<file path="config.mk">
export PLATFORM = sky130hd
export DESIGN_NAME = frame_descrambler
export DESIGN_NICKNAME = d
export VERILOG_FILES = /design/src/rtl/frame_scr_pkg.sv /design/src/rtl/scr_lfsr.sv /design/src/rtl/scr_ctrl.sv /design/src/rtl/frame_descrambler.sv
export SDC_FILE = /design/constraint.sdc
export NUM_CORES = 1
export LEC_CHECK = 0
export BUFFER_PORTS_ARGS = -buffer_cell sky130_fd_sc_hd__clkbuf_2
export CAP_MARGIN = 20
export CORE_MARGIN = 3
export CORE_UTILIZATION = 51
export DETAILED_ROUTE_END_ITERATION = 12
export GPL_ROUTABILITY_DRIVEN = 0
export PLACE_DENSITY = 0.78
export SYNTH_ARGS = -nofsm -noshare
export SYNTH_HDL_FRONTEND = slang
export SYNTH_SLANG_ARGS = --single-unit
</file>
<file path="constraint.sdc">
create_clock -name clk_i -period 1.6 [get_ports clk_i]
set_input_delay 0.32 -clock clk_i [delete_from_list [all_inputs] [get_ports clk_i]]
set_output_delay 0.32 -clock clk_i [all_outputs]
set_load 0.05 [all_outputs]
</file>
<file path="src/rtl/frame_scr_pkg.sv">
package frame_scr_pkg;
  localparam int unsigned STATE_W = 7;
  localparam int unsigned TAP_HI  = 7;
  localparam int unsigned TAP_LO  = 4;

  typedef enum logic {
    MODE_RX = 1'b0,
    MODE_TX = 1'b1
  } scr_mode_e;
endpackage

</file>
<file path="src/rtl/scr_lfsr.sv">
module scr_lfsr #(
  parameter int unsigned STATE_W = frame_scr_pkg::STATE_W,
  parameter int unsigned TAP_HI  = frame_scr_pkg::TAP_HI,
  parameter int unsigned TAP_LO  = frame_scr_pkg::TAP_LO
) (
  input  logic               clk_i,
  input  logic               rst_ni,
  input  logic               load_i,
  input  logic [STATE_W-1:0] seed_i,
  input  logic               step_i,
  input  logic               train_i,
  input  logic               din_i,
  output logic               dout_o
);
  logic [STATE_W-1:0] state_q;
  logic               fb;

  // bit 0 is X1, bit STATE_W-1 is X7
  assign fb     = state_q[TAP_HI-1] ^ state_q[TAP_LO-1];
  assign dout_o = din_i ^ fb;

  always_ff @(posedge clk_i or negedge rst_ni) begin
    if (!rst_ni) begin
      state_q <= '0;
    end else if (load_i) begin
      state_q <= seed_i;
    end else if (step_i) begin
      // seed capture: received bit equals feedback when plaintext is zero
      state_q <= {state_q[STATE_W-2:0], (train_i ? din_i : fb)};
    end
  end
endmodule

</file>
<file path="src/rtl/scr_ctrl.sv">
module scr_ctrl #(
  parameter int unsigned STATE_W = frame_scr_pkg::STATE_W
) (
  input  logic clk_i,
  input  logic rst_ni,
  input  logic sop_i,
  input  logic mode_tx_i,
  input  logic vld_i,
  output logic train_o,
  output logic mode_o
);
  import frame_scr_pkg::*;
  localparam int unsigned CNT_W = $clog2(STATE_W + 1);
  localparam logic [CNT_W-1:0] CNT_MAX = CNT_W'(STATE_W);

  logic [CNT_W-1:0] cnt_q;
  scr_mode_e        mode_q;

  always_ff @(posedge clk_i or negedge rst_ni) begin
    if (!rst_ni) begin
      cnt_q  <= '0;
      mode_q <= MODE_RX;
    end else if (sop_i) begin
      cnt_q  <= '0;
      mode_q <= mode_tx_i ? MODE_TX : MODE_RX;
    end else if (vld_i && cnt_q != CNT_MAX) begin
      cnt_q <= cnt_q + 1'b1;
    end
  end

  assign mode_o  = (mode_q == MODE_TX);
  assign train_o = (mode_q == MODE_RX) && (cnt_q != CNT_MAX);
endmodule

</file>
<file path="src/rtl/frame_descrambler.sv">
module frame_descrambler #(
  parameter int unsigned STATE_W = frame_scr_pkg::STATE_W,
  parameter int unsigned TAP_HI  = frame_scr_pkg::TAP_HI,
  parameter int unsigned TAP_LO  = frame_scr_pkg::TAP_LO
) (
  input  logic               clk_i,
  input  logic               rst_ni,
  input  logic               sop_i,
  input  logic               mode_tx_i,
  input  logic [STATE_W-1:0] seed_i,
  input  logic               bit_i,
  input  logic               bit_vld_i,
  output logic               bit_o,
  output logic               bit_vld_o
);
  logic train_w;
  logic mode_w;
  logic dout_w;
  logic step_w;
  logic load_w;

  assign load_w = sop_i && mode_tx_i;
  assign step_w = bit_vld_i && !sop_i;

  scr_ctrl #(.STATE_W(STATE_W)) u_ctrl (
    .clk_i    (clk_i),
    .rst_ni   (rst_ni),
    .sop_i    (sop_i),
    .mode_tx_i(mode_tx_i),
    .vld_i    (step_w),
    .train_o  (train_w),
    .mode_o   (mode_w)
  );

  scr_lfsr #(.STATE_W(STATE_W), .TAP_HI(TAP_HI), .TAP_LO(TAP_LO)) u_lfsr (
    .clk_i  (clk_i),
    .rst_ni (rst_ni),
    .load_i (load_w),
    .seed_i (seed_i),
    .step_i (step_w),
    .train_i(train_w),
    .din_i  (bit_i),
    .dout_o (dout_w)
  );

  always_ff @(posedge clk_i or negedge rst_ni) begin
    if (!rst_ni) begin
      bit_o     <= 1'b0;
      bit_vld_o <= 1'b0;
    end else begin
      bit_vld_o <= step_w;
      bit_o     <= step_w && !train_w && dout_w;
    end
  end
endmodule

</file>
==> out/metrics.csv <==
stage;metric;value;unit
synth;synth.distinct_cells;19;
job;cap_violations;0;
run_status;status;complete, no violations;
clock_network;clkSlewWorstSetupHoldPaths;80;ps
grt;grt_max_degree;20;
timing;fin_crit_sh;0.888;
synth;synth_top_area_frac;0.471;
floorplanning;start_util;0.582;
detailed_routing;route.detailed.drc;0;
power_and_ir_drop;power;0.000746;W
final_layout;layout_common_cells;clkbuf_2 (14), dfrtp_1 (13), mux2i_1 (10);
timing;maxSlewViolCount;0;
floorplanning;fp-row-count;12;
detailed_routing;drt-total-wl;1180;um
detailed_routing;vias;483;
critical_path;endpoint_kind;register;
floorplanning;fp.coreArea;1190;um^2
critical_path;r2r_slack;180;ps
final_layout;fin_util;0.662;
synth;synth_top_cell_by_area;dfrtp_1;
timing;min_period;1420;ps
clock_network;cts_post_setup_buffers_inserted;0;
timing;rsz0062_at_grt;false;
clock_network;cts.sinks;13;
final_layout;nFillCells;92;
clock_network;cts_resized;0;
timing;fin_hold_ws;338;ps
critical_path;critPathLaunchType;register;
timing;clock_skew;4.67;ps
synth;syn_area_per_cell;11.3;um^2
clock_network;cts.path.max_buffers;2;
detailed_routing;drt-initial-drc-count;11;
clock_network;cts_root_buffer;clkbuf_4;
power_and_ir_drop;power.density;950;nW/um^2
synth;ys_seq_area_frac;0.471;
detailed_routing;wl_per_cell;13.1;um
synth;syn_inst;61;
critical_path;path_class;register to register;
timing;hold_viol_final;0;
clock_network;clk-insertion-delay-late;280;ps
final_layout;final_common_cell;clkbuf_2;
floorplanning;pin_count;15;
synth;synth_seq_cells;13;
grt;grt_pass1_vias;406;
timing;tns;0;ps
grt;gr-usage-all-layers;0.147;
critical_path;crit_arrival;1590;ps
synth;yosys_warnings;0;
power_and_ir_drop;total_leakage_power;0.391;nW
synth;syn-num-nets;76;
final_layout;syn_to_final_growth;13.8;%
synth;syn_area;691;um^2
clock_network;htree_levels;1;
grt;antenna_found_initial;0;
clock_network;cts_tree;yes;
critical_path;critical_path.max_fanout;2;
final_layout;drive_gt1_frac;0.263;
critical_path;cp.required;1770;ps
min_path;hp-class;primary input to register;
placement;io_buffers;14;
timing;worstMarginPinSlew;353;ps
power_and_ir_drop;peakVddDrop;0.681;mV
final_layout;fin_nets;92;
detailed_routing;antenna_left;0;
min_path;hold_depth;3;
final_layout;diodes;0;
detailed_routing;via_per_inst;5.37;
timing;finalSetupViolations;0;
floorplanning;die_h;42.8;um
synth;synth_area_leaders;dfrtp_1 (47%), mux2i_1 (14%), a211oi_1 (6.5%);
grt;grt_pass1_wl;1870;um
floorplanning;die_area;1830;um^2
clock_network;hold_buffers;1;
grt;grt_overflow;0;
detailed_routing;dr.pass1.iters;3;
timing;maxSlewHeadroom;0.765;
floorplanning;die_w;42.8;um
critical_path;reg2reg_depth;5;
timing;max_freq;0.704;GHz
clock_network;cts_made_buffers;3;
==> through the flow <==
| step | cell area (um^2) | setup slack (ps) | instances |
|---|---|---|---|
| final | 786 | 179 | 90 |
| after global routing | 786 | 93.9 | 90 |
| after CTS | 786 | 184 | 90 |
| after detailed placement | 749 | 214 | 85 |
| after global placement | 749 | 267 | 85 |
| after floorplan | 691 | 298 | 61 |
==> registers in the layout, summed over array words and instances, names as in the netlist <==
name and count:
u_ctrl.mode_o 1, u_ctrl.cnt_q 3, bit_o 1, bit_vld_o 1
u_lfsr.state_q 7
==> final timing paths <==
| path | startpoint | end |
|---|---|---|
| max | u_ctrl.cnt_q[0] | u_lfsr.state_q[0] |
| min | bit_i | bit_o |
| max reg2reg | u_ctrl.cnt_q[0] | u_lfsr.state_q[0] |
| min reg2reg | u_ctrl.mode_o | u_ctrl.mode_o |
| max in group asynchronous | rst_ni | u_lfsr.state_q[3] |
| min in group asynchronous | rst_ni | bit_o |
==> per-layer routing <==
metal	up-vias	global-route usage	wire length (um)	part of all wire
met2	13	0.198	512	0.43
met1	221	0.188	560	0.47
li1	244	-	-	-
met5	-	0	0	0
met3	5	0.0508	68	0.058
met4	0	0.112	38	0.032
==> cell usage after synthesis <==
| cell | number |
|---|---|
| and2b_1 | 1 |
| nor2_1 | 4 |
| nor3_1 | 1 |
| nor3b_2 | 1 |
| xor2_1 | 2 |
| buf_6 | 1 |
| buf_4 | 1 |
| buf_2 | 2 |
| xnor2_1 | 1 |
| mux2_2 | 1 |
| nor2b_1 | 5 |
| ha_1 | 2 |
| a21o_1 | 1 |
| nor2b_2 | 1 |
| a211oi_1 | 6 |
| a21oi_1 | 7 |
| dfrtp_1 | 13 |
| nand2b_1 | 1 |
| mux2i_1 | 10 |
==> logic make-up after synthesis <==
family / Yosys count / share of synthesized area
simple gates: 14 / 0.125
fa+ha+maj: 2 / 0.0362
compound gates: 14 / 0.127
xor+xnor: 3 / 0.0381
flops: 13 / 0.471
buf+inv: 4 / 0.0417
mux: 11 / 0.161
==> worst max-delay path, cell delays in order (launching register included) <==
cell and delay, ps:
dfrtp_1 400, ha_1 210, ha_1 190, nor2_1 200
mux2i_1 210, a21oi_1 90
==> layout make-up <==
cell class,instances,area [um^2],area share
clock buffers,4,26.3,0.0334
repair buffers,15,80.1,0.102
flip-flops and latches,13,325,0.414
multi-input cells,44,337,0.428
well taps,14,17.5,0.0223
==> power breakdown <==
group / internal (W) / switching (W) / total [W] / leakage, nW
logic: 0.0000715 / 0.0000790 / 0.000150 / 0.218
registers: 0.000364 / 0.0000244 / 0.000388 / 0.157
clock network: 0.0000968 / 0.000111 / 0.000208 / 0.0150
Note: power is estimated with default switching activity, not from simulation.
